--- config.mk ---
export PLATFORM = sky130hd
export DESIGN_NAME = mshr_file
export DESIGN_NICKNAME = d
export VERILOG_FILES = /design/src/rtl/mshr_pkg.sv /design/src/rtl/mshr_lookup.sv /design/src/rtl/mshr_entry.sv /design/src/rtl/mshr_drain.sv /design/src/rtl/mshr_file.sv
export SDC_FILE = /design/constraint.sdc
export NUM_CORES = 1
export LEC_CHECK = 0
export ABC_AREA = 1
export BUFFER_PORTS_ARGS = -buffer_cell sky130_fd_sc_hd__buf_4
export CAP_MARGIN = 15
export CORE_UTILIZATION = 35
export DETAILED_ROUTE_END_ITERATION = 10
export GPL_ROUTABILITY_DRIVEN = 0
export PLACE_DENSITY = 0.61
export SYNTH_ARGS = -nofsm -noshare
export SYNTH_HDL_FRONTEND = slang
export SYNTH_HIERARCHICAL = 1
export SYNTH_SLANG_ARGS = --single-unit
--- constraint.sdc ---
create_clock -name clk_i -period 3.1 [get_ports clk_i]
set_clock_uncertainty 0.05 [all_clocks]
set_input_delay 0.62 -clock clk_i [delete_from_list [all_inputs] [get_ports clk_i]]
set_output_delay 0.62 -clock clk_i [all_outputs]
set_load 0.1 [all_outputs]
--- src/rtl/mshr_pkg.sv ---
package mshr_pkg;
  typedef enum logic [1:0] {
    MISS_IDLE  = 2'd0,
    MISS_STALL = 2'd1,
    MISS_MERGE = 2'd2,
    MISS_ALLOC = 2'd3
  } miss_act_e;
endpackage

--- src/rtl/mshr_lookup.sv ---
module mshr_lookup #(
  parameter int N_ENT  = 8,
  parameter int LINE_W = 26,
  localparam int IDX_W = $clog2(N_ENT)
) (
  input  logic                          clk_i,
  input  logic                          rst_ni,
  input  logic [N_ENT-1:0]              valid_i,
  input  logic [N_ENT-1:0][LINE_W-1:0]  lines_i,
  input  logic [LINE_W-1:0]             line_i,
  output logic                          hit_o,
  output logic [IDX_W-1:0]              hit_idx_o,
  output logic                          free_any_o,
  output logic [IDX_W-1:0]              free_idx_o
);
  logic [N_ENT-1:0] match;

  for (genvar g = 0; g < N_ENT; g++) begin : g_cmp
    assign match[g] = valid_i[g] && (lines_i[g] == line_i);
  end

  always_comb begin
    hit_idx_o = '0;
    for (int i = 0; i < N_ENT; i++)
      if (match[i]) hit_idx_o = IDX_W'(i);
  end

  // lowest free index wins: scan downward
  always_comb begin
    free_idx_o = '0;
    for (int i = N_ENT - 1; i >= 0; i--)
      if (!valid_i[i]) free_idx_o = IDX_W'(i);
  end

  assign hit_o      = |match;
  assign free_any_o = ~&valid_i;

  AST_ONE_MATCH: assert property (@(posedge clk_i) disable iff (!rst_ni)
    $onehot0(match));
endmodule

--- src/rtl/mshr_entry.sv ---
module mshr_entry #(
  parameter int LINE_W   = 26,
  parameter int ID_W     = 4,
  parameter int WORD_W   = 3,
  parameter int LVL_W    = 2,
  parameter int MAX_WAIT = 4,
  localparam int CNT_W   = $clog2(MAX_WAIT + 1),
  localparam int WIDX_W  = $clog2(MAX_WAIT)
) (
  input  logic                              clk_i,
  input  logic                              rst_ni,
  input  logic                              alloc_i,
  input  logic                              merge_i,
  input  logic                              free_i,
  input  logic [LINE_W-1:0]                 line_i,
  input  logic [LVL_W-1:0]                  level_i,
  input  logic [ID_W-1:0]                   id_i,
  input  logic [WORD_W-1:0]                 word_i,
  output logic                              valid_o,
  output logic [LINE_W-1:0]                 line_o,
  output logic [LVL_W-1:0]                  level_o,
  output logic [CNT_W-1:0]                  cnt_o,
  output logic [MAX_WAIT-1:0][ID_W-1:0]     ids_o,
  output logic [MAX_WAIT-1:0][WORD_W-1:0]   words_o
);
  always_ff @(posedge clk_i or negedge rst_ni) begin
    if (!rst_ni) begin
      valid_o <= 1'b0;
      line_o  <= '0;
      level_o <= '0;
      cnt_o   <= '0;
      ids_o   <= '0;
      words_o <= '0;
    end else if (alloc_i) begin
      valid_o    <= 1'b1;
      line_o     <= line_i;
      level_o    <= level_i;
      cnt_o      <= CNT_W'(1);
      ids_o[0]   <= id_i;
      words_o[0] <= word_i;
    end else if (merge_i) begin
      ids_o[cnt_o[WIDX_W-1:0]]   <= id_i;
      words_o[cnt_o[WIDX_W-1:0]] <= word_i;
      cnt_o <= cnt_o + CNT_W'(1);
    end else if (free_i) begin
      valid_o <= 1'b0;
      cnt_o   <= '0;
    end
  end

  AST_CNT_CAP: assert property (@(posedge clk_i) disable iff (!rst_ni)
    cnt_o <= CNT_W'(MAX_WAIT));
  AST_MERGE_LIVE: assert property (@(posedge clk_i) disable iff (!rst_ni)
    merge_i |-> valid_o && !alloc_i);
  AST_ALLOC_FREE: assert property (@(posedge clk_i) disable iff (!rst_ni)
    alloc_i |-> !valid_o);
endmodule

--- src/rtl/mshr_drain.sv ---
module mshr_drain #(
  parameter int N_ENT    = 8,
  parameter int MAX_WAIT = 4,
  parameter int LDATA_W  = 256,
  localparam int IDX_W   = $clog2(N_ENT),
  localparam int CNT_W   = $clog2(MAX_WAIT + 1),
  localparam int WIDX_W  = $clog2(MAX_WAIT)
) (
  input  logic               clk_i,
  input  logic               rst_ni,
  input  logic               fill_valid_i,
  input  logic [IDX_W-1:0]   fill_tag_i,
  input  logic [LDATA_W-1:0] fill_data_i,
  input  logic               tag_live_i,
  input  logic [CNT_W-1:0]   cnt_i,
  output logic               fill_ready_o,
  output logic               busy_o,
  output logic [IDX_W-1:0]   tag_o,
  output logic [WIDX_W-1:0]  rel_o,
  output logic [LDATA_W-1:0] data_o,
  output logic               last_o
);
  assign fill_ready_o = !busy_o;
  assign last_o = busy_o && ((CNT_W'(rel_o) + CNT_W'(1)) == cnt_i);

  always_ff @(posedge clk_i or negedge rst_ni) begin
    if (!rst_ni) begin
      busy_o <= 1'b0;
      tag_o  <= '0;
      rel_o  <= '0;
      data_o <= '0;
    end else if (!busy_o) begin
      if (fill_valid_i && tag_live_i) begin
        busy_o <= 1'b1;
        tag_o  <= fill_tag_i;
        rel_o  <= '0;
        data_o <= fill_data_i;
      end
    end else if (last_o) begin
      busy_o <= 1'b0;
    end else begin
      rel_o <= rel_o + WIDX_W'(1);
    end
  end

  AST_REL_BOUND: assert property (@(posedge clk_i) disable iff (!rst_ni)
    busy_o |-> (CNT_W'(rel_o) < cnt_i));
  AST_REL_STEP: assert property (@(posedge clk_i) disable iff (!rst_ni)
    busy_o && !last_o |=> busy_o && (rel_o == $past(rel_o) + WIDX_W'(1)));
endmodule

--- src/rtl/mshr_file.sv ---
module mshr_file #(
  parameter int N_ENT      = 8,
  parameter int LINE_W     = 26,
  parameter int ID_W       = 4,
  parameter int LVL_W      = 2,
  parameter int LINE_WORDS = 8,
  parameter int DATA_W     = 32,
  parameter int MAX_WAIT   = 4,
  localparam int IDX_W     = $clog2(N_ENT),
  localparam int WORD_W    = $clog2(LINE_WORDS),
  localparam int LDATA_W   = LINE_WORDS * DATA_W,
  localparam int CNT_W     = $clog2(MAX_WAIT + 1),
  localparam int WIDX_W    = $clog2(MAX_WAIT)
) (
  input  logic               clk_i,
  input  logic               rst_ni,
  input  logic               miss_valid_i,
  input  logic [LINE_W-1:0]  miss_line_i,
  input  logic [ID_W-1:0]    miss_id_i,
  input  logic [WORD_W-1:0]  miss_word_i,
  input  logic [LVL_W-1:0]   miss_level_i,
  output logic               miss_ready_o,
  output logic               table_full_o,
  output logic               fetch_valid_o,
  output logic [LINE_W-1:0]  fetch_line_o,
  output logic [LVL_W-1:0]   fetch_level_o,
  output logic [IDX_W-1:0]   fetch_tag_o,
  input  logic               fill_valid_i,
  input  logic [IDX_W-1:0]   fill_tag_i,
  input  logic [LDATA_W-1:0] fill_data_i,
  output logic               fill_ready_o,
  output logic               resp_valid_o,
  output logic [ID_W-1:0]    resp_id_o,
  output logic [LVL_W-1:0]   resp_level_o,
  output logic [DATA_W-1:0]  resp_data_o
);
  import mshr_pkg::*;

  logic [N_ENT-1:0]                         ent_valid;
  logic [N_ENT-1:0][LINE_W-1:0]             ent_line;
  logic [N_ENT-1:0][LVL_W-1:0]              ent_level;
  logic [N_ENT-1:0][CNT_W-1:0]              ent_cnt;
  logic [N_ENT-1:0][MAX_WAIT-1:0][ID_W-1:0]   ent_ids;
  logic [N_ENT-1:0][MAX_WAIT-1:0][WORD_W-1:0] ent_words;

  logic             hit, free_any;
  logic [IDX_W-1:0] hit_idx, free_idx;
  miss_act_e        act;

  logic               drn_busy, drn_last;
  logic [IDX_W-1:0]   drn_tag;
  logic [WIDX_W-1:0]  drn_rel;
  logic [LDATA_W-1:0] drn_data;
  logic [WORD_W-1:0]  drn_word;

  mshr_lookup #(.N_ENT(N_ENT), .LINE_W(LINE_W)) u_lookup (
    .clk_i      (clk_i),
    .rst_ni     (rst_ni),
    .valid_i    (ent_valid),
    .lines_i    (ent_line),
    .line_i     (miss_line_i),
    .hit_o      (hit),
    .hit_idx_o  (hit_idx),
    .free_any_o (free_any),
    .free_idx_o (free_idx)
  );

  // merge needs room and an entry not currently being returned
  always_comb begin
    if (!miss_valid_i)
      act = MISS_IDLE;
    else if (hit)
      act = (ent_cnt[hit_idx] < CNT_W'(MAX_WAIT) && !(drn_busy && drn_tag == hit_idx))
            ? MISS_MERGE : MISS_STALL;
    else
      act = free_any ? MISS_ALLOC : MISS_STALL;
  end

  assign miss_ready_o  = (act == MISS_MERGE) || (act == MISS_ALLOC);
  assign fetch_valid_o = (act == MISS_ALLOC);
  assign fetch_line_o  = miss_line_i;
  assign fetch_level_o = miss_level_i;
  assign fetch_tag_o   = free_idx;
  assign table_full_o  = !free_any;

  for (genvar g = 0; g < N_ENT; g++) begin : g_ent
    mshr_entry #(
      .LINE_W(LINE_W), .ID_W(ID_W), .WORD_W(WORD_W),
      .LVL_W(LVL_W), .MAX_WAIT(MAX_WAIT)
    ) u_ent (
      .clk_i   (clk_i),
      .rst_ni  (rst_ni),
      .alloc_i (act == MISS_ALLOC && free_idx == IDX_W'(g)),
      .merge_i (act == MISS_MERGE && hit_idx == IDX_W'(g)),
      .free_i  (drn_last && drn_tag == IDX_W'(g)),
      .line_i  (miss_line_i),
      .level_i (miss_level_i),
      .id_i    (miss_id_i),
      .word_i  (miss_word_i),
      .valid_o (ent_valid[g]),
      .line_o  (ent_line[g]),
      .level_o (ent_level[g]),
      .cnt_o   (ent_cnt[g]),
      .ids_o   (ent_ids[g]),
      .words_o (ent_words[g])
    );
  end

  mshr_drain #(.N_ENT(N_ENT), .MAX_WAIT(MAX_WAIT), .LDATA_W(LDATA_W)) u_drain (
    .clk_i        (clk_i),
    .rst_ni       (rst_ni),
    .fill_valid_i (fill_valid_i),
    .fill_tag_i   (fill_tag_i),
    .fill_data_i  (fill_data_i),
    .tag_live_i   (ent_valid[fill_tag_i]),
    .cnt_i        (ent_cnt[drn_tag]),
    .fill_ready_o (fill_ready_o),
    .busy_o       (drn_busy),
    .tag_o        (drn_tag),
    .rel_o        (drn_rel),
    .data_o       (drn_data),
    .last_o       (drn_last)
  );

  assign drn_word     = ent_words[drn_tag][drn_rel];
  assign resp_valid_o = drn_busy;
  assign resp_id_o    = ent_ids[drn_tag][drn_rel];
  assign resp_level_o = ent_level[drn_tag];
  assign resp_data_o  = drn_data[drn_word * DATA_W +: DATA_W];

  AST_FETCH_NEW_LINE: assert property (@(posedge clk_i) disable iff (!rst_ni)
    fetch_valid_o |-> !hit);
  AST_FULL_NO_FETCH: assert property (@(posedge clk_i) disable iff (!rst_ni)
    table_full_o |-> !fetch_valid_o);
  AST_FREE_NEXT: assert property (@(posedge clk_i) disable iff (!rst_ni)
    drn_last |=> !ent_valid[$past(drn_tag)]);
  AST_RESP_LIVE: assert property (@(posedge clk_i) disable iff (!rst_ni)
    resp_valid_o |-> ent_valid[drn_tag]);
endmodule

### Word level (Yosys, flattened, before mapping)

Cells that the tools add are included.

| word-level totals | value |
|---|---|
| register bits | 742 |
| bits of input ports | 298 |
| output and inout port bits | 74 |
| word-level logic and storage cells | 447 |

| operators by class | value |
|---|---|
| add/sub/neg operators | 10 |
| order comparisons | 21 |
| eq/ne operators | 42 |
| shift-type cells | 1 |
| mux-type cells | 169 |
| bitwise operators | 9 |
| reductions and logical operators | 95 |

Operators by type and width:

| kind | count |
|---|---|
| indexed part select 256 x 9 -> 32 bit | 1 |
| == test 26 bit | 8 |
| two-way mux 3 bit | 63 |
| bitwise mux 16 bit | 8 |
| two-way mux 4 bit | 25 |
| bitwise mux 12 bit | 8 |
| demux 4 bit (select 2 bit) | 8 |
| binary-select mux 16 bit (select 3 bit) | 1 |
| demux 3 bit (select 2 bit) | 8 |
| logical AND 1 bit | 44 |
| binary-select mux 12 bit (select 3 bit) | 1 |
| == test 3 bit (second input constant) | 12 |
| AND reduction 2 bit | 18 |
| nonzero test 2 bit | 17 |
| two-way mux 1 bit | 29 |
| < comparator 2 x 3 -> 1 bit (second input constant) | 9 |
| adder 3 x 1 -> 3 bit (second input constant) | 8 |
| nonzero test 3 bit | 8 |
| two-way mux 2 bit | 10 |
| binary-select mux 3 bit (select 3 bit) | 2 |
| == test 3 x 2 -> 1 bit (second input constant) | 6 |
| greater-or-equal comparator 2 x 1 -> 1 bit (second input constant) | 8 |
| two-way mux 16 bit | 1 |
| != test 2 x 1 -> 1 bit (second input constant) | 8 |
| 19 further kinds | 36 |

### Depth between registers and ports, before layout

Gate-level depths: netlist (run 1).

| logic depth | value |
|---|---|
| depth after elaboration | 20 |
| depth in mapped cells | 29 |
| gate-level depth less buffers | 28 |

### By module

Netlist (run 1), hierarchy kept.

Modules (own cells, without submodules):

| module | instances | cells an instance | area an instance (um2) | seq. area each (um2) |
|---|---|---|---|---|
| mshr_entry | 8 | 272 | 2389.8 | 1501.4 |
| mshr_drain | 1 | 574 | 10525.1 | 6556.3 |
| mshr_file | 1 | 1305 | 6248.5 | 0.0 |
| mshr_lookup | 1 | 628 | 3104.2 | 0.0 |

### Worst setup path before layout (run 1)

Ideal clock, no wire load.

| path | value |
|---|---|
| path type | input port to flip-flop |
| start | in miss_line_i[20] |
| end | reg g_ent[2].u_ent/ids_o[0] (netlist name) |
| setup time | 118 ps |
| arrival time | 4900 ps |
| required time | 2932 ps |
| setup slack | -1968 ps |
| stages | 20 |
| buffers on the path | 4 |
| path through | buf_4 inv_2 or2_2 nand3_1 nor3_1 nand3_1 nor2_1 nand2_1 nand2_1 nor2_1 nand2_1 nor3_1 nand2_1 nor2_1 buf_2 inv_1 buf_4 buf_4 nand3_1 nand2_1 |

| on the way | value |
|---|---|
| elaborated cells on any way between the ends | 41 |
| classes of those cells | order compare: 1; eq/ne: 12; mux: 13; reduce/logical: 15 |

RTL lines:

| element | RTL line | source |
|---|---|---|
| from (decl) | mshr_file.sv:18 | `input logic [LINE_W-1:0] miss_line_i,` |
| == test 26 bit | mshr_lookup.sv:19 | `assign match[g] = valid_i[g] && (lines_i[g] == line_i);` |
| logical AND 1 bit | mshr_lookup.sv:19 |  |
| OR reduction 8 bit * | mshr_lookup.sv:35 | `assign hit_o = \|match;` |
| named net hit | mshr_file.sv:46 | `logic hit, free_any;` |
| two-way mux 2 bit * | mshr_file.sv:72 | `else if (hit)` |
| two-way mux 2 bit * | mshr_file.sv:70 | `if (!miss_valid_i)` |
| == test 2 bit * | -- |  |
| named net fetch_valid_o | mshr_file.sv:24 | `output logic fetch_valid_o,` |
| logical AND 1 bit * | mshr_file.sv:93 | `.alloc_i (act == MISS_ALLOC && free_idx == IDX_W'(g)),` |
| two-way mux 4 bit or nonzero test 2 bit (tied branches) | -- |  |
| to (signal, indexed assignment) | mshr_entry.sv:42 | `ids_o[cnt_o[WIDX_W-1:0]] <= id_i;` |
| to (decl) | mshr_entry.sv:23 | `output logic [MAX_WAIT-1:0][ID_W-1:0] ids_o,` |

The timed path passes the listed nets; every way through them passes the cells marked *. The select of a mux whose other input is x is not followed.
A chain may end at the register's enable or synchronous reset.

### Worst setup path in the final report (run 1)

| path | value |
|---|---|
| start | reg g_ent[3].u_ent.line_o[2] |
| end | out miss_ready_o |

| on the way | value |
|---|---|
| cells in the longest elaborated chain, start to end | 16 |
| elaborated cells on any way between the ends | 21 |
| classes of those cells | order compare: 1; eq/ne: 4; mux: 10; reduce/logical: 6 |

RTL lines:

| element | RTL line | source |
|---|---|---|
| from (decl) | mshr_entry.sv:20 | `output logic [LINE_W-1:0] line_o,` |
| from (signal assigned) | mshr_entry.sv:36 | `line_o <= line_i;` |
| == test 26 bit * | mshr_lookup.sv:19 |  |
| logical AND 1 bit * | mshr_lookup.sv:19 |  |
| two-way mux 2 bit * | mshr_lookup.sv:25 | `if (match[i]) hit_idx_o = IDX_W'(i);` |
| two-way mux 3 bit * (4 in series) | mshr_lookup.sv:25 |  |
| named net hit_idx[1] | mshr_file.sv:47 | `logic [IDX_W-1:0] hit_idx, free_idx;` |
| binary-select mux 3 bit (select 3 bit) or == test 3 bit (tied branches) | mshr_file.sv:73 | `act = (ent_cnt[hit_idx] < CNT_W'(MAX_WAIT) && !(drn_busy && drn_tag == hit_idx))` |
| two-way mux 3 bit (implied by the code) or logical AND 1 bit (tied branches) | mshr_file.sv:73 |  |
| < comparator 3 bit or logical NOT 1 bit (tied branches) | mshr_file.sv:73 |  |
| logical AND 1 bit * | mshr_file.sv:73 |  |
| two-way mux 2 bit * | mshr_file.sv:74 | `? MISS_MERGE : MISS_STALL;` |
| two-way mux 2 bit * | mshr_file.sv:72 |  |
| two-way mux 2 bit * | mshr_file.sv:70 |  |
| == test 2 bit | mshr_file.sv:79 | `assign miss_ready_o = (act == MISS_MERGE) \|\| (act == MISS_ALLOC);` |
| logical OR 1 bit * | mshr_file.sv:79 |  |
| to (decl) | mshr_file.sv:22 | `output logic miss_ready_o,` |

Marks and branches as above.

==> insert_results.sql, run 1 <==
INSERT INTO impl_metrics (metric_group, metric, value, unit) VALUES
('outcome', 'run_status', 'finished with violations', ''),
('outcome', 'violations', 'negative setup slack', ''),
('setup_path', 'cpMostUsedCell', 'sky130_fd_sc_hd__nand2_1', ''),
('route', 'drt_pre_antenna_iters', '6', ''),
('place', 'dp_hpwl', '99000', 'um'),
('final_layout', 'mostFrequentLayoutCell', 'sky130_fd_sc_hd__nand2_1', ''),
('route', 'route.antenna.remaining_nets', '0', ''),
('pwr', 'comb_power_share', '0.646', ''),
('setup_path', 'worst_ep_required_time', '2.43', 'ns'),
('setup_path', 'crit_buf_inv', '3', ''),
('floorplan', 'io_pins', '372', ''),
('pwr', 'totalPowerFinal', '76.5', 'mW'),
('pwr', 'power_density', '1400', 'nW/um^2'),
('grt', 'number_of_antenna_violations_at_the_first_check_in_global_routing', '8', ''),
('final_layout', 'layout-drive-gt1-share', '0.336', ''),
('min_path', 'min_path_type', 'input port to flop', ''),
('flow_run', 'max_cap_violations', '0', ''),
('clock_network', 'clk_transition_reported_paths', '0.06', 'ns'),
('pwr', 'swShare', '0.464', ''),
('sta', 'finalSetupViolations', '518', ''),
('setup_path', 'critical_path_arrival', '3.49', 'ns'),
('sta', 'setup_slack_of_the_critical_path_after_layout', '-1.06', 'ns'),
('synthesis', 'synth.avg_cell_area', '8.33', 'sq um'),
('final_layout', 'finish.net_count', '5798', ''),
('pwr', 'power.internal', '41.0', 'mW'),
('synthesis', 'synthesis.instances', '4683', ''),
('sta', 'fin_crit_sh', '1.34', ''),
('synthesis', 'synth.yosys.warnings', '6', ''),
('pwr', 'power.switching', '35.5', 'mW'),
('setup_path', 'slowest_delay', '0.39', 'ns'),
('pwr', 'power_frac_clock', '0.151', ''),
('route', 'drt-total-wl', '148000', 'um'),
('place', 'post_dp_cell_area', '46600', 'sq um'),
('setup_path', 'critPathSlowestCell', 'sky130_fd_sc_hd__dfrtp_1', ''),
('setup_path', 'r2r_slack', '-0.80', 'ns'),
('final_layout', 'flow.area_growth_from_synthesis', '39.9', '%'),
('route', 'routedWlPerCell', '21.0', 'um'),
('clock_network', 'cts-htree-levels', '3', ''),
('sta', 'post-route-min-period', '4.16', 'ns'),
('pwr', 'irDropWorstVdd', '1120', 'uV'),
('synthesis', 'mappedNetlistArea', '39000', 'sq um'),
('synthesis', 'synth_sequential_area_ratio', '0.476', ''),
('clock_network', 'clock_latency', '0.69', 'ns'),
('floorplan', 'die_width', '336', 'um'),
('place', 'io_buffer_count', '371', ''),
('min_path', 'cell_count_of_the_worst_hold_path', '2', ''),
('grt', 'number_of_global_route_vias_before_repair', '35075', ''),
('setup_path', 'critical_path.endpoint_type', 'primary output', ''),
('clock_network', 'tritoncts', 'done', ''),
('setup_path', 'reg2reg_depth', '23', ''),
('sta', 'highest_clock_frequency_the_design_can_meet', '0.240', 'GHz'),
('place', 'place_inst', '6735', ''),
('pwr', 'standby_leakage_power', '28.0', 'nW'),
('route', 'dr_total_vias', '36067', ''),
('setup_path', 'crit_family', 'simple AND/OR/NAND/NOR gates', ''),
('floorplan', 'dieArea', '113000', 'sq um'),
('grt', 'globalRoute.totalOverflow', '0', ''),
('synthesis', 'synthesis_stage_register_bit_count', '742', ''),
('floorplan', 'std_cell_core_area', '111000', 'sq um'),
('synthesis', 'synth.net_count', '5014', ''),
('final_layout', 'fin_area', '54600', 'sq um'),
('sta', 'timing.final.max_slew_violations', '0', ''),
('final_layout', 'fillers', '10056', ''),
('sta', 'final.setup.tns', '-242.68', 'ns'),
('route', 'remaining_drc_errors', '0', ''),
('setup_path', 'startpoint_type', 'flop', ''),
('setup_path', 'timing.critical_path.depth', '18', ''),
('grt', 'pin_count_of_the_biggest_net_entering_global_routing', '112', ''),
('floorplan', 'floorplan.die.height', '336', 'um'),
('setup_path', 'crit_path_max_fanout', '5', ''),
('final_layout', 'post_layout_nonfiller_instances', '7035', '');
==> path summary, 6_finish.rpt <==
| path | to | start |
|---|---|---|
| worst max-delay path | miss_ready_o | g_ent[3].u_ent/line_o[2] |
| worst min-delay path | u_drain/data_o[175] | fill_data_i[175] |
| worst max register to register | g_ent[3].u_ent/ids_o[15] | g_ent[3].u_ent/line_o[2] |
| worst min register to register | g_ent[3].u_ent/line_o[3] | g_ent[3].u_ent/line_o[3] |
| max in group asynchronous | g_ent[7].u_ent/ids_o[7] | rst_ni |
| min in group asynchronous | u_drain/data_o[232] | rst_ni |
==> through the flow <==
stage,hold WS (ns),utilization
after floorplan,0.274,-
after global placement,0.404,0.421
after detailed placement,0.409,0.421
after CTS,0.0603,0.483
after global routing,0.0889,0.494
final,0.112,0.494
==> flip-flops by register name (all words and copies together) (netlist names) <==
register / flops
g_ent.u_ent/cnt_o: 24
g_ent.u_ent/ids_o: 128
g_ent.u_ent/level_o: 16
g_ent.u_ent/line_o: 208
g_ent.u_ent/valid_o: 8
g_ent.u_ent/words_o: 96
u_drain/busy_o: 1
u_drain/data_o: 256
u_drain/rel_o: 2
u_drain/tag_o: 3
==> cell usage after synthesis (all sizes together) <==
cell | instances | share of area
a211oi | 3 | 0.00058
a21oi | 38 | 0.0049
a221oi | 1 | 0.00022
a22o | 5 | 0.0011
a22oi | 48 | 0.0092
a311oi | 1 | 0.00022
a31oi | 9 | 0.0014
a41oi | 4 | 0.00090
and2 | 1 | 0.00016
buf | 204 | 0.036
clkbuf | 34 | 0.0033
clkinv | 1 | 0.000096
dfrtp | 742 | 0.48
ha | 33 | 0.011
inv | 341 | 0.033
mux2 | 260 | 0.092
nand2 | 2076 | 0.20
nand3 | 307 | 0.040
nand3b | 97 | 0.019
nand4 | 41 | 0.0066
nor2 | 206 | 0.025
nor3 | 15 | 0.0019
nor4 | 5 | 0.00080
o2111ai | 6 | 0.0013
o211a | 1 | 0.00026
o211ai | 8 | 0.0015
o21ai | 79 | 0.010
o221ai | 2 | 0.00045
o22a | 2 | 0.00045
o22ai | 27 | 0.0043
o311ai | 1 | 0.00022
o32ai | 2 | 0.00045
or2 | 16 | 0.0026
xnor2 | 58 | 0.013
xor2 | 9 | 0.0020
==> worst register-to-register path, delay by kind of cell, from the launching register on <==
kind | cells | cell delay [ns]
AOI/OAI and AO/OA | 3 | 0.49
xor gates and xnor gates | 1 | 0.16
buffers and inverters | 4 | 0.62
and+or+nand+nor | 15 | 2.08
DFF | 1 | 0.39
==> cell type report <==
| cell class | instances | area (sq um) | area share |
|---|---|---|---|
| multi-input cells | 3361 | 19800 | 0.363 |
| flip-flops and latches | 742 | 18600 | 0.340 |
| repair buffers | 932 | 9720 | 0.178 |
| clock buffers | 118 | 2540 | 0.0465 |
| well taps | 1488 | 1860 | 0.0341 |
| inverters | 342 | 1350 | 0.0247 |
| clock inverters | 46 | 714 | 0.0131 |
| diodes | 6 | 15.0 | 0.000275 |
==> cells by family (layout without fill, tap and decap cells) <==
family | after synthesis | count (layout) | synth area share
other | 0 | 6 | 0
buffers and inverters | 580 | 1438 | 0.0726
flip-flops | 742 | 742 | 0.476
XOR/XNOR | 67 | 67 | 0.0150
AO/OA/AOI/OAI | 237 | 237 | 0.0378
AND/OR/NAND/NOR | 2764 | 2764 | 0.296
multiplexers | 260 | 260 | 0.0921
adder cells (fa/ha/maj) | 33 | 33 | 0.0106
==> power groups by stage <==
stage               Sequential (mW)  Clock (mW)  Combinational [mW]
finish                         15.5        11.6                49.4
floorplan                      15.0           0                22.9
global placement               15.5           0                34.7
global route                   15.9        12.1                51.5
CTS                            15.4        11.7                46.2
detailed placement             15.5           0                34.9
==> repair_timing <==
| action | CTS | global route |
|---|---|---|
| hold buffers | 1 | 0 |
| pin swaps | 173 | 175 |
| endpoints found under the hold margin | 25 | 0 |
| buffers inserted | 77 | 30 |
| cloned | 30 | 10 |
| gates resized for setup | 548 | 238 |
| endpoints found under the setup margin | 489 | 521 |
==> per-layer routing <==
layer | part of all wire | vias up | track usage
li1 | - | 16439 | -
met1 | 0.42 | 17673 | 0.344
met2 | 0.45 | 1618 | 0.397
met3 | 0.085 | 333 | 0.0465
met4 | 0.041 | 4 | 0.101
met5 | 0.00015 | - | 0
No activity file was read; power rests on OpenSTA's default activity.
==> run 2: changes to the inputs <==
Settings changed: PLACE_DENSITY 0.61 to unset.
==> insert_results.sql, run 2 (synthesis results as in run 1) <==
INSERT INTO impl_metrics (metric_group, metric, value, unit) VALUES
('place', 'io_buffer_count', '371', ''),
('sta', 'fin_crit_sh', '1.35', ''),
('final_layout', 'finish.net_count', '5814', ''),
('route', 'detailroute.wirelength.met2', '69500', 'um'),
('setup_path', 'critical_path.endpoint_type', 'primary output', ''),
('sta', 'highest_clock_frequency_the_design_can_meet', '0.239', 'GHz'),
('grt', 'grt_pass1_wl', '222000', 'um'),
('floorplan', 'io_pins', '372', ''),
('sta', 'final.setup.tns', '-238.49', 'ns'),
('clock_network', 'ctsRootBufferMaster', 'sky130_fd_sc_hd__clkbuf_16', ''),
('final_layout', 'post_layout_nonfiller_instances', '7046', ''),
('floorplan', 'dieArea', '113000', 'sq um'),
('route', 'remaining_drc_errors', '0', ''),
('setup_path', 'crit_path_max_fanout', '5', ''),
('route', 'topRoutingLayerUsed', 'met5', ''),
('clock_network', 'tritoncts', 'done', ''),
('clock_network', 'clock_latency', '0.67', 'ns'),
('clock_network', 'cts-htree-levels', '3', ''),
('place', 'dp_hpwl', '98800', 'um'),
('pwr', 'power_density', '1420', 'nW/um^2'),
('route', 'drt-met1-wl', '63100', 'um'),
('outcome', 'violations', 'negative setup slack', ''),
('route', 'wl_met3', '12100', 'um'),
('sta', 'fin_worst_hold_slack', '0.137', 'ns'),
('place', 'place_inst', '6740', ''),
('route', 'post_drt_via_cell_ratio', '5.12', ''),
('final_layout', 'mostFrequentLayoutCell', 'sky130_fd_sc_hd__nand2_1', ''),
('setup_path', 'startpoint_type', 'flop', ''),
('floorplan', 'fp-row-count', '122', ''),
('floorplan', 'floorplan.initialDensity', '0.353', ''),
('pwr', 'power.switching', '36.7', 'mW'),
('grt', 'gr-usage-all-layers', '0.259', ''),
('floorplan', 'std_cell_core_area', '111000', 'sq um'),
('clock_network', 'deepest_clock_path_buffer_count', '3', ''),
('pwr', 'standby_leakage_power', '28.3', 'nW'),
('grt', 'number_of_antenna_violations_at_the_first_check_in_global_routing', '10', ''),
('flow_run', 'max_cap_violations', '0', ''),
('setup_path', 'worst_ep_required_time', '2.43', 'ns'),
('grt', 'number_of_global_route_vias_before_repair', '35372', ''),
('sta', 'timing_hold_violations_final', '0', ''),
('sta', 'finalSetupViolations', '520', ''),
('final_layout', 'flow.area_growth_from_synthesis', '41.8', '%'),
('min_path', 'min_path_type', 'input port to flop', ''),
('grt', 'pin_count_of_the_biggest_net_entering_global_routing', '82', ''),
('route', 'routedWlPerCell', '21.5', 'um'),
('setup_path', 'critical_path_arrival', '3.52', 'ns'),
('pwr', 'share_seq_of_total_power', '0.198', ''),
('floorplan', 'floorplan.die.height', '336', 'um'),
('pwr', 'power_frac_clock', '0.144', ''),
('final_layout', 'registers_with_the_most_flip_flops', 'u_drain/data_o: 256 flops, g_ent.u_ent/line_o: 208 flops, g_ent.u_ent/ids_o: 128 flops', ''),
('final_layout', 'layout_common_cells', 'sky130_fd_sc_hd__nand2_1, sky130_fd_sc_hd__dfrtp_1, sky130_fd_sc_hd__buf_4', ''),
('sta', 'post-route-min-period', '4.19', 'ns'),
('final_layout', 'largest_reg_flops', '256', ''),
('pwr', 'comb_power_share', '0.657', ''),
('setup_path', 'critPathKind', 'flop to primary output', ''),
('floorplan', 'die_width', '336', 'um'),
('final_layout', 'layout-drive-gt1-share', '0.351', ''),
('route', 'route.antenna.remaining_nets', '0', ''),
('route', 'drt_pre_antenna_iters', '6', ''),
('clock_network', 'clk_transition_reported_paths', '0.07', 'ns'),
('route', 'dr_total_vias', '36086', ''),
('final_layout', 'register_with_the_most_flip_flops', 'u_drain/data_o', ''),
('sta', 'timing.final.max_slew_violations', '0', ''),
('route', 'drt-initial-drc-count', '3526', ''),
('sta', 'rsz_0062_raised_after_global_routing', 'yes', ''),
('pwr', 'irDropWorstVdd', '1190', 'uV'),
('pwr', 'power.internal', '42.0', 'mW'),
('clock_network', 'cts_inserted_buffers', '87', ''),
('sta', 'worstMarginPinSlew', '0.609', 'ns'),
('grt', 'globalRoute.totalOverflow', '0', ''),
('sta', 'max_slew_margin', '0.594', ''),
('outcome', 'run_status', 'finished with violations', ''),
('pwr', 'swShare', '0.466', ''),
('clock_network', 'number_of_clock_sinks_seen_by_cts', '742', ''),
('route', 'drt-total-wl', '151000', 'um'),
('sta', 'setup_slack_of_the_critical_path_after_layout', '-1.09', 'ns');
run 2: cell count changes in the layout (fill, tap and decap cells not counted), sizes merged:
| cell | delta |
|---|---|
| clkinvlp | -1 |
| inv | -1 |
| buf | +11 |
| clkbuf | +10 |
| nand2 | +1 |
| bufbuf | -2 |
| bufinv | +1 |
| clkinv | -6 |
| diode | -2 |
run 2: path summary, 6_finish.rpt:
check | end | slack, ns | depth (start not counted) | start
setup / recovery | miss_ready_o | -1.09 | 19 | g_ent[5].u_ent/line_o[10]
hold / removal | u_drain/data_o[62] | 0.14 | 2 | fill_data_i[62]
setup reg to reg | g_ent[3].u_ent/words_o[7] | -0.78 | 28 | g_ent[5].u_ent/line_o[10]
min in group asynchronous | u_drain/data_o[219] | 0.45 | 2 | rst_ni
hold reg to reg | g_ent[6].u_ent/line_o[16] | 0.42 | 2 | g_ent[6].u_ent/line_o[16]
max in group asynchronous | g_ent[2].u_ent/ids_o[14] | 1.54 | 4 | rst_ni
run 2: power groups by stage:
stage / logic [mW] / clock network, mW / registers (mW)
2_1_floorplan: 22.9 / 0 / 15.0
3_3_place_gp: 34.3 / 0 / 15.5
3_5_place_dp: 34.5 / 0 / 15.6
4_1_cts: 47.4 / 11.5 / 15.5
5_1_grt: 53.8 / 11.9 / 16.0
6_report: 51.7 / 11.4 / 15.6
run 2: metal layers:
| layer | track usage | vias to the layer above |
|---|---|---|
| met3 | 0.0505 | 342 |
| met1 | 0.346 | 17705 |
| met5 | 0 | - |
| met4 | 0.103 | 14 |
| met2 | 0.409 | 1543 |
| li1 | - | 16482 |
run 2: worst max-delay path, cell delays in order, from the launching register on:
cell and delay, ns:
sky130_fd_sc_hd__dfrtp_1 0.43, sky130_fd_sc_hd__xnor2_2 0.23, sky130_fd_sc_hd__buf_4 0.16, sky130_fd_sc_hd__nand4_1 0.11
sky130_fd_sc_hd__nor3_1 0.16, sky130_fd_sc_hd__buf_4 0.15, sky130_fd_sc_hd__nand2_2 0.06, sky130_fd_sc_hd__nand2_1 0.08
sky130_fd_sc_hd__inv_1 0.05, sky130_fd_sc_hd__nand2_2 0.07, sky130_fd_sc_hd__nand2_4 0.10, sky130_fd_sc_hd__nand2_2 0.10
sky130_fd_sc_hd__inv_2 0.05, sky130_fd_sc_hd__a22oi_2 0.14, sky130_fd_sc_hd__nand2_1 0.08, sky130_fd_sc_hd__a21oi_2 0.18
sky130_fd_sc_hd__o311ai_4 0.13, sky130_fd_sc_hd__buf_6 0.15, sky130_fd_sc_hd__a21oi_4 0.19, sky130_fd_sc_hd__buf_12 0.20
run 2: timing repair:
item                                    4_1_cts  5_1_grt
gates resized for setup                     603      342
setup buffers                                75       34
endpoints found under the hold margin        28        0
endpoints found under the setup margin      520      522
pin swaps                                   171      231
gates cloned                                 33       17
hold buffers                                  1        0
run 2: area by class of cell:
type,instances,area (sq um)
diodes,4,10.0
clock buffers,121,2490
clock inverters,39,647
fillers,10028,55200
inverters,342,1350
multi-input cells,3362,20500
flip-flops and latches,742,18600
well taps,1488,1860
repair buffers,948,9910
run 2: through the flow:
| step | power, mW | worst slack (ns) | instance area (sq um) | utilization |
|---|---|---|---|---|
| 2_1_floorplan | 37.8 | -0.480 | 39400 | - |
| 3_3_place_gp | 49.9 | -1.12 | 46400 | 0.420 |
| 3_5_place_dp | 50.1 | -1.15 | 46400 | 0.420 |
| 4_1_cts | 74.4 | -1.03 | 53400 | 0.483 |
| 5_1_grt | 81.7 | -1.23 | 55300 | 0.500 |
| 6_report | 78.7 | -1.09 | 55300 | 0.500 |
